<file path="config.mk">
export PLATFORM = sky130hd
export DESIGN_NAME = gdio_port
export DESIGN_NICKNAME = d
export VERILOG_FILES = /design/src/rtl/gdio_pkg.sv /design/src/rtl/gdio_edge.sv /design/src/rtl/gdio_irq.sv /design/src/rtl/gdio_port.sv
export SDC_FILE = /design/constraint.sdc
export NUM_CORES = 1
export LEC_CHECK = 0
export ABC_AREA = 1
export BUFFER_PORTS_ARGS = -buffer_cell sky130_fd_sc_hd__clkbuf_2
export CORE_ASPECT_RATIO = 0.6
export CORE_MARGIN = 2
export CORE_UTILIZATION = 59
export CTS_BUF_LIST = sky130_fd_sc_hd__clkbuf_8 sky130_fd_sc_hd__clkbuf_16
export CTS_CLUSTER_SIZE = 12
export DETAILED_ROUTE_END_ITERATION = 16
export PLACE_DENSITY_LB_ADDON = 0.08
export SLEW_MARGIN = 20
export SYNTH_ARGS = -nofsm -noshare
export SYNTH_HDL_FRONTEND = slang
export SYNTH_SLANG_ARGS = --single-unit
</file>
<file path="constraint.sdc">
create_clock -name clk -period 2.62 [get_ports clk]
set_input_delay 0.131 -clock clk [delete_from_list [all_inputs] [get_ports clk]]
set_output_delay 0.131 -clock clk [all_outputs]
set_load 0.05 [all_outputs]
</file>
<file path="src/rtl/gdio_pkg.sv">
package gdio_pkg;
  localparam int unsigned REG_W       = 16;
  localparam int unsigned LINES       = 8;
  localparam int unsigned GROUP       = 4;
  localparam int unsigned NGRP        = LINES / GROUP;
  localparam int unsigned POL_HI_BIT  = 8;
  localparam int unsigned OE_BASE     = 10;
  localparam int unsigned POL_LO_BASE = 12;

  typedef enum logic [1:0] {
    A_CTRL  = 2'd0,
    A_IRQEN = 2'd1,
    A_IRQST = 2'd2
  } reg_addr_e;
endpackage

</file>
<file path="src/rtl/gdio_edge.sv">
module gdio_edge #(
  parameter int unsigned N = 8
) (
  input  logic         clk,
  input  logic         rst,
  input  logic [N-1:0] pad,
  input  logic [N-1:0] fall_sel,
  output logic [N-1:0] level,
  output logic [N-1:0] hit
);
  logic [N-1:0] s1, s2, prev;
  logic [2:0]   warm;

  always_ff @(posedge clk) begin
    if (rst) begin
      s1   <= '0;
      s2   <= '0;
      prev <= '0;
      warm <= '0;
    end else begin
      s1   <= pad;
      s2   <= s1;
      prev <= s2;
      warm <= {warm[1:0], 1'b1};
    end
  end

  assign level = s2;

  for (genvar i = 0; i < N; i++) begin : g_det
    assign hit[i] = warm[2] &
                    (fall_sel[i] ? (prev[i] & ~s2[i]) : (~prev[i] & s2[i]));
  end
endmodule

</file>
<file path="src/rtl/gdio_irq.sv">
module gdio_irq #(
  parameter int unsigned N = 8
) (
  input  logic         clk,
  input  logic         rst,
  input  logic [N-1:0] hit,
  input  logic         en_wr,
  input  logic         st_wr,
  input  logic [N-1:0] wbits,
  output logic [N-1:0] en,
  output logic [N-1:0] stat,
  output logic         irq
);
  logic [N-1:0] clr;
  assign clr = st_wr ? wbits : '0;

  always_ff @(posedge clk) begin
    if (rst) begin
      en   <= '0;
      stat <= '0;
      irq  <= 1'b0;
    end else begin
      if (en_wr) en <= wbits;
      stat <= (stat & ~clr) | hit;
      irq  <= |(stat & en);
    end
  end

  // a cleared bit without a concurrent edge is zero afterwards
  p_w1c_r7: assert property (@(posedge clk) disable iff (rst)
    st_wr |=> ((stat & $past(wbits & ~hit)) == '0));

  // bits not cleared stay set
  p_sticky_r7: assert property (@(posedge clk) disable iff (rst)
    1'b1 |=> ((stat & $past(stat & ~clr)) == $past(stat & ~clr)));

  // no request without an enabled pending bit in the previous cycle
  p_irq_low_r8: assert property (@(posedge clk) disable iff (rst)
    !(|(stat & en)) |=> !irq);
endmodule

</file>
<file path="src/rtl/gdio_port.sv">
module gdio_port
  import gdio_pkg::*;
(
  input  logic        clk,
  input  logic        rst,
  input  logic        bus_wr,
  input  logic        bus_rd,
  input  logic [1:0]  bus_addr,
  input  logic [15:0] bus_wdata,
  output logic [15:0] bus_rdata,
  output logic        bus_rvalid,
  input  logic [7:0]  pad_in,
  output logic [7:0]  pad_out,
  output logic [7:0]  pad_oe,
  output logic        irq
);
  localparam int unsigned HI = REG_W - LINES;

  logic [LINES-1:0] out_val;
  logic [NGRP-1:0]  grp_oe;
  logic             pol_hi;
  logic [GROUP-1:0] pol_lo;
  logic [LINES-1:0] fall_sel, level, hit, en, stat, seen;
  logic             ctrl_wr, en_wr, st_wr;

  assign ctrl_wr = bus_wr && (bus_addr == A_CTRL);
  assign en_wr   = bus_wr && (bus_addr == A_IRQEN);
  assign st_wr   = bus_wr && (bus_addr == A_IRQST);

  always_ff @(posedge clk) begin
    if (rst) begin
      out_val <= '0;
      grp_oe  <= '0;
      pol_hi  <= 1'b0;
      pol_lo  <= '0;
    end else if (ctrl_wr) begin
      out_val <= bus_wdata[LINES-1:0];
      grp_oe  <= bus_wdata[OE_BASE +: NGRP];
      pol_hi  <= bus_wdata[POL_HI_BIT];
      pol_lo  <= bus_wdata[POL_LO_BASE +: GROUP];
    end
  end

  for (genvar i = 0; i < LINES; i++) begin : g_line
    assign pad_oe[i] = grp_oe[i / GROUP];
    if (i < GROUP) begin : g_own
      assign fall_sel[i] = pol_lo[i];
    end else begin : g_shared
      assign fall_sel[i] = pol_hi;
    end
  end

  assign pad_out = out_val;
  assign seen    = (pad_oe & out_val) | (~pad_oe & level);

  gdio_edge #(.N(LINES)) u_edge (
    .clk(clk), .rst(rst), .pad(pad_in), .fall_sel(fall_sel),
    .level(level), .hit(hit)
  );

  gdio_irq #(.N(LINES)) u_irq (
    .clk(clk), .rst(rst), .hit(hit), .en_wr(en_wr), .st_wr(st_wr),
    .wbits(bus_wdata[REG_W-1 -: LINES]), .en(en), .stat(stat), .irq(irq)
  );

  logic [REG_W-1:0] rd_mux;
  always_comb begin
    rd_mux = '0;
    case (bus_addr)
      A_CTRL: begin
        rd_mux[LINES-1:0]             = seen;
        rd_mux[POL_HI_BIT]            = pol_hi;
        rd_mux[OE_BASE +: NGRP]       = grp_oe;
        rd_mux[POL_LO_BASE +: GROUP]  = pol_lo;
      end
      A_IRQEN: rd_mux[REG_W-1 -: HI] = en;
      A_IRQST: rd_mux[REG_W-1 -: HI] = stat;
      default: rd_mux = '0;
    endcase
  end

  always_ff @(posedge clk) begin
    if (rst) begin
      bus_rdata  <= '0;
      bus_rvalid <= 1'b0;
    end else begin
      bus_rvalid <= bus_rd;
      if (bus_rd) bus_rdata <= rd_mux;
    end
  end

  // output value follows the control write
  p_dout_follows_r3: assert property (@(posedge clk) disable iff (rst)
    ctrl_wr |=> (pad_out == $past(bus_wdata[LINES-1:0])));

  // every read strobe is answered in the next cycle
  p_rvalid_r11: assert property (@(posedge clk) disable iff (rst)
    bus_rd |=> bus_rvalid);
endmodule

</file>
==> results of run 1 <==
[cell usage in the layout, fill, tap and decap left out, types with 3 or more instances in the layout]
cell / synthesis / routed
nor2_1: 37 / 37
o21ai_0: 8 / 8
inv_1: 53 / 53
o21ai_1: 14 / 14
o211ai_2: 8 / 8
clkbuf_2: 0 / 63
a21oi_1: 30 / 30
dfxtp_1: 76 / 76
clkinvlp_4: 0 / 3
nand2_1: 103 / 103
clkbuf_8: 0 / 9
inv_2: 3 / 3
o21ai_2: 7 / 7
nand2_4: 3 / 3
dlygate4sd3_1: 0 / 8
a21oi_2: 15 / 15
ha_1: 4 / 4
nand3_1: 18 / 18
[logic make-up after synthesis]
family,synth area share (%)
flops,47.2
fa+ha+maj,1.55
simple gates,20.7
compound gates,17.1
buf+inv,13.4
[registers in the layout (all words and copies together), names as in the netlist]
| register | flops |
|---|---|
| u_irq.en | 8 |
| u_edge.level | 8 |
| grp_oe | 2 |
| u_edge.prev | 8 |
| u_irq.stat | 8 |
| u_edge.s1 | 8 |
| pad_out | 8 |
| u_edge.warm | 3 |
| bus_rdata | 16 |
| pol_hi | 1 |
| u_irq.irq | 1 |
| bus_rvalid | 1 |
| pol_lo | 4 |
[worst paths after layout]
path | from | to
worst max-delay path | grp_oe[1] | pad_oe[5]
worst min-delay path | bus_wdata[10] | u_irq.en[2]
worst max register to register | grp_oe[0] | bus_rdata[10]
worst min register to register | u_edge.warm[1] | u_edge.warm[2]
[power by group through the flow]
stage	sequential (mW)	clock (mW)	combinational (mW)
after global placement	1.26	0	0.254
after floorplan	1.29	0	0.168
after global routing	1.24	0.946	0.297
after CTS	1.23	0.902	0.271
after detailed placement	1.26	0	0.261
final	1.23	0.892	0.273
[metal layers]
layer	track usage [%]	up-vias
met2	41.4	105
met5	0	-
li1	-	1377
met4	7.83	0
met1	35.0	1275
met3	9.31	14
[metrics by stage]
stage	hold slack [ns]	utilization [%]	area, um2	power, mW
2_1_floorplan	0.224	-	3230	1.46
3_3_place_gp	0.322	66.6	3430	1.51
6_report	0.0419	72.0	3710	2.40
3_5_place_dp	0.328	66.6	3430	1.52
5_1_grt	0.0439	72.0	3710	2.48
4_1_cts	0.0375	72.0	3710	2.41
[cell type report]
| cell class | count | area, um2 | share of cell area (%) |
|---|---|---|---|
| well taps | 66 | 82.6 | 2.23 |
| multi-input cells | 248 | 1270 | 34.3 |
| repair buffers | 72 | 403 | 10.9 |
| flip-flops and latches | 76 | 1520 | 41.0 |
| clock buffers | 9 | 124 | 3.34 |
| clock inverters | 7 | 75.1 | 2.02 |
| inverters | 58 | 233 | 6.27 |
==> flow_metrics.env, run 1 <==
export IMPL_synth_largest_area_cell="dfxtp_1"
export IMPL_core_area_mm2=0.00515
export IMPL_power_frac_clock_pct=37.2
export IMPL_start_kind="register"
export IMPL_slew_headroom_pct=60.1
export IMPL_min_path_type="primary input to register"
export IMPL_nets=499
export IMPL_p_switching_uw=677
export IMPL_setup_violations=0
export IMPL_grt_pass1_wl_um=12000
export IMPL_r2r_slack_ns=1.41
export IMPL_die_h_um=61.3
export IMPL_dr_wl_met2_um=3160
export IMPL_drt_iter0_drc=215
export IMPL_avgSynthCellArea_um2=7.93
export IMPL_fmax_ghz=0.639
export IMPL_cp_arrival_ns=1.43
export IMPL_synth_area_leaders="dfxtp_1 (47%), nand2_1 (12%), inv_1 (6.2%)"
export IMPL_tritoncts_num_buffers=9
export IMPL_cts_tree="yes"
export IMPL_cts_setup_buffers=0
export IMPL_status="finished, final reports clean"
export IMPL_cp_num_cells=1
export IMPL_ios=64
export IMPL_ys_async_sr_fraction_pct=0
export IMPL_ir_worst_vdd_mv=0.440
export IMPL_routed_via_count=2771
export IMPL_gr_total_overflow=0
export IMPL_min_period_over_period_pct=59.7
export IMPL_worst_slew_pin_slew_ns=0.599
export IMPL_synth_commonest_cells="nand2_1 (103), dfxtp_1 (76), inv_1 (53)"
export IMPL_drt_pass1_iter_count=5
export IMPL_place_hpwl_um=5220
export IMPL_skew_ns=0.00602
export IMPL_grt_max_degree=52
export IMPL_antennaDiodeCount=0
export IMPL_maxSlewViolCount=0
export IMPL_cp_end_kind="primary output"
export IMPL_gp_congestion=0.954
export IMPL_wire_per_inst_um=14.0
export IMPL_hold_depth=3
export IMPL_hold_viol_final=0
export IMPL_power_density_mw_per_mm2=646
export IMPL_drt_met1_wl_um=3530
export IMPL_cts_sinks=76
export IMPL_syn_num_nets=441
export IMPL_layout_drive_gt1_share_pct=25.3
export IMPL_synth_cell_types=21
export IMPL_grt_use_total_pct=26.3
export IMPL_pre_cts_slack_ns=1.05
export IMPL_p_sw_share_pct=28.2
export IMPL_combPwrFrac_pct=11.4
export IMPL_seq_power_share_pct=51.4
export IMPL_antenna_found_initial=0
export IMPL_grt_pass1_vias=2546
export IMPL_row_count=20
export IMPL_root_buffer="clkbuf_8"
export IMPL_synth_edf_count=0
export IMPL_slowest_delay_ns=0.69
export IMPL_rsz0062_at_grt="false"
export IMPL_top_layer="met4"
export IMPL_fill_cells=438
export IMPL_ys_warn_count=0
export IMPL_p_leak_nw=1.63
export IMPL_instances_no_fill=536
export IMPL_cp_slowest_cell="dfxtp_1"
export IMPL_dp_cells=512
export IMPL_critical_path_max_fanout=14
export IMPL_dieArea_mm2=0.00610
export IMPL_synthCells=407
export IMPL_synth_flop_cell="dfxtp_1"
export IMPL_worst_ep_required_time_ns=2.49
export IMPL_clk_pin_slew_ns=0.08
export IMPL_insertion_delay_ns=0.36
export IMPL_wl_met3_um=689
export IMPL_crit_family="flip-flops"
export IMPL_postCtsResizedCells=0
export IMPL_setup_ws_ns=1.06
export IMPL_synthToLayoutAreaGrowth_pct=15.0
export IMPL_tns_ns=0
export IMPL_hold_buffers=8
export IMPL_synth_seq_cells=76
export IMPL_reg2regPathDepth=4
export IMPL_drc_errors=0
export IMPL_die_x_um=99.5
export IMPL_wl_um=7490
export IMPL_cap_violations=0
export IMPL_synth_top_area_share_pct=47.2
export IMPL_initial_utilization_pct=62.6
export IMPL_synth_area_mm2=0.00323
export IMPL_fin_crit_ns=1.56
export IMPL_htreeDepth=3
export IMPL_vias_per_cell=5.17
export IMPL_crit_chain="clkbuf_2"
export IMPL_crit_type="register to primary output"
export IMPL_final_antenna_net_count=0
export IMPL_ys_seq_area_share_pct=47.2
export IMPL_clockBufferDepth=2
export IMPL_portBuffers=63
export IMPL_worst_path_buf_inv=1
export IMPL_internal_power_mw=1.72
export IMPL_synth_most_common_cell="nand2_1"
Note: power is estimated with default switching activity, not from simulation.
==> inputs of run 2 (changes only) <==
--- a/config.mk
+++ b/config.mk
@@ -9,7 +9,7 @@
 export BUFFER_PORTS_ARGS = -buffer_cell sky130_fd_sc_hd__clkbuf_2
 export CORE_ASPECT_RATIO = 0.6
 export CORE_MARGIN = 2
-export CORE_UTILIZATION = 59
+export CORE_UTILIZATION = 49
 export CTS_BUF_LIST = sky130_fd_sc_hd__clkbuf_8 sky130_fd_sc_hd__clkbuf_16
 export CTS_CLUSTER_SIZE = 12
 export DETAILED_ROUTE_END_ITERATION = 16
==> constraint.sdc (replaced) <==
create_clock -name clk -period 1.26 [get_ports clk]
set_input_delay 0.063 -clock clk [delete_from_list [all_inputs] [get_ports clk]]
set_output_delay 0.063 -clock clk [all_outputs]
set_load 0.05 [all_outputs]
==> flow_metrics.env, run 2 (synthesis gave the netlist of run 1 again) <==
export IMPL_status="finished, final reports clean"
export IMPL_place_hpwl_um=5360
export IMPL_grt_max_degree=52
export IMPL_die_x_um=109
export IMPL_vias_per_cell=4.77
export IMPL_antenna_found_initial=0
export IMPL_insertion_delay_ns=0.35
export IMPL_skew_ns=0.00517
export IMPL_crit_family="flip-flops"
export IMPL_rsz0062_at_grt="false"
export IMPL_wire_per_inst_um=13.3
export IMPL_crit_chain="clkbuf_2"
export IMPL_final_cell_mix="nand2_1 (103), dfxtp_1 (75), clkbuf_2 (57)"
export IMPL_slowest_delay_ns=0.44
export IMPL_tritoncts_num_buffers=9
export IMPL_crit_type="register to primary output"
export IMPL_cp_arrival_ns=1.11
export IMPL_maxSlewViolCount=0
export IMPL_final_antenna_net_count=0
export IMPL_layout_drive_gt1_share_pct=24.9
export IMPL_grt_pass1_vias=2640
export IMPL_synthToLayoutAreaGrowth_pct=21.3
export IMPL_fill_cells=547
export IMPL_start_kind="register"
export IMPL_die_h_um=66.9
export IMPL_antennaDiodeCount=0
export IMPL_min_path_type="primary input to register"
export IMPL_setup_violations=0
export IMPL_final_common_cell="nand2_1"
export IMPL_dieArea_mm2=0.00727
export IMPL_cp_slowest_cell="dfxtp_1"
export IMPL_cts_tree="yes"
export IMPL_core_area_mm2=0.00625
export IMPL_initial_utilization_pct=51.6
export IMPL_routed_via_count=2731
export IMPL_cts_setup_buffers=0
export IMPL_nets=519
export IMPL_gp_congestion=0.933
export IMPL_cp_end_kind="primary output"
export IMPL_htreeDepth=3
export IMPL_grt_pass1_wl_um=12600
export IMPL_top_register="bus_rdata"
export IMPL_slew_headroom_pct=61.2
export IMPL_grt_use_total_pct=23.5
export IMPL_cts_sinks=76
export IMPL_min_period_over_period_pct=93.3
export IMPL_fmax_ghz=0.851
export IMPL_ir_worst_vdd_mv=0.750
export IMPL_fin_crit_ns=1.18
export IMPL_root_buffer="clkbuf_8"
export IMPL_drt_pass1_iter_count=5
export IMPL_worst_path_buf_inv=1
export IMPL_cap_violations=0
export IMPL_clockBufferDepth=2
export IMPL_drc_errors=0
export IMPL_largest_register_ffs=16
export IMPL_row_count=22
export IMPL_gr_total_overflow=0
export IMPL_portBuffers=63
export IMPL_clk_pin_slew_ns=0.07
export IMPL_wl_um=7600
export IMPL_postLayoutCoreUtil_pct=62.6
export IMPL_p_leak_nw=1.73
export IMPL_drt_iter0_drc=131
export IMPL_tns_ns=0
export IMPL_worst_ep_required_time_ns=1.20
export IMPL_critical_path_max_fanout=7
export IMPL_ios=64
export IMPL_hold_viol_final=0
export IMPL_power_density_mw_per_mm2=1230
export IMPL_worst_slew_pin_slew_ns=0.582
export IMPL_holdWs_ns=0.0179
[run 2: path summary, 6_finish.rpt]
check                                  start         endpoint  slack (ns)  cells after the start
worst max-delay path               grp_oe[1]        pad_oe[7]        0.08                      1
worst min-delay path            bus_wdata[8]           pol_hi        0.02                      3
worst max register to register     grp_oe[1]     bus_rdata[5]        0.25                      4
worst min register to register  u_edge.s1[4]  u_edge.level[4]        0.40                      2
[run 2: worst register-to-register path, cell delays in order (launching register included)]
cell,delay [ns]
dfxtp_1,0.44
buf_4,0.22
nand2_1,0.08
o211ai_2,0.08
a21oi_2,0.06
[run 2: metal layers]
layer,part of all wire [%],vias up,global-route usage (%)
met3,8.4,7,8.12
met4,0.91,0,6.89
met5,0,-,0
met1,52,1207,32.5
li1,-,1417,-
met2,39,100,34.5
[run 2: final cells by class]
class,count,area [um2],share of cell area (%)
Clock buffer,11,151,3.87
Clock inverter,4,18.8,0.480
Inverter,58,233,5.95
Multi-Input combinational cell,248,1270,32.5
Sequential cell,76,1520,38.9
Tap cell,84,105,2.69
Timing Repair Buffer,92,611,15.6
[run 2: power by group]
part | internal, mW | switching (mW) | total (mW)
registers | 2.49 | 0.0706 | 2.56
clock network | 0.792 | 0.857 | 1.65
logic | 0.217 | 0.404 | 0.621
total | 3.50 | 1.33 | 4.83
[run 2: timing repair]
item	CTS	global route
pin swaps	0	0
resized for setup	5	2
hold buffers	22	0
hold endpoints to repair	24	0
setup endpoints to repair	4	4
[run 2: metrics by stage]
step	cells	power (mW)	worst slack, ns	area, um2
finish	573	4.83	0.0845	3910
global route	573	5.03	0.00359	3910
CTS	573	4.86	0.0570	3910
detailed placement	536	3.18	0.0651	3510
global placement	536	3.18	0.105	3510
floorplan	407	3.04	0.0464	3230
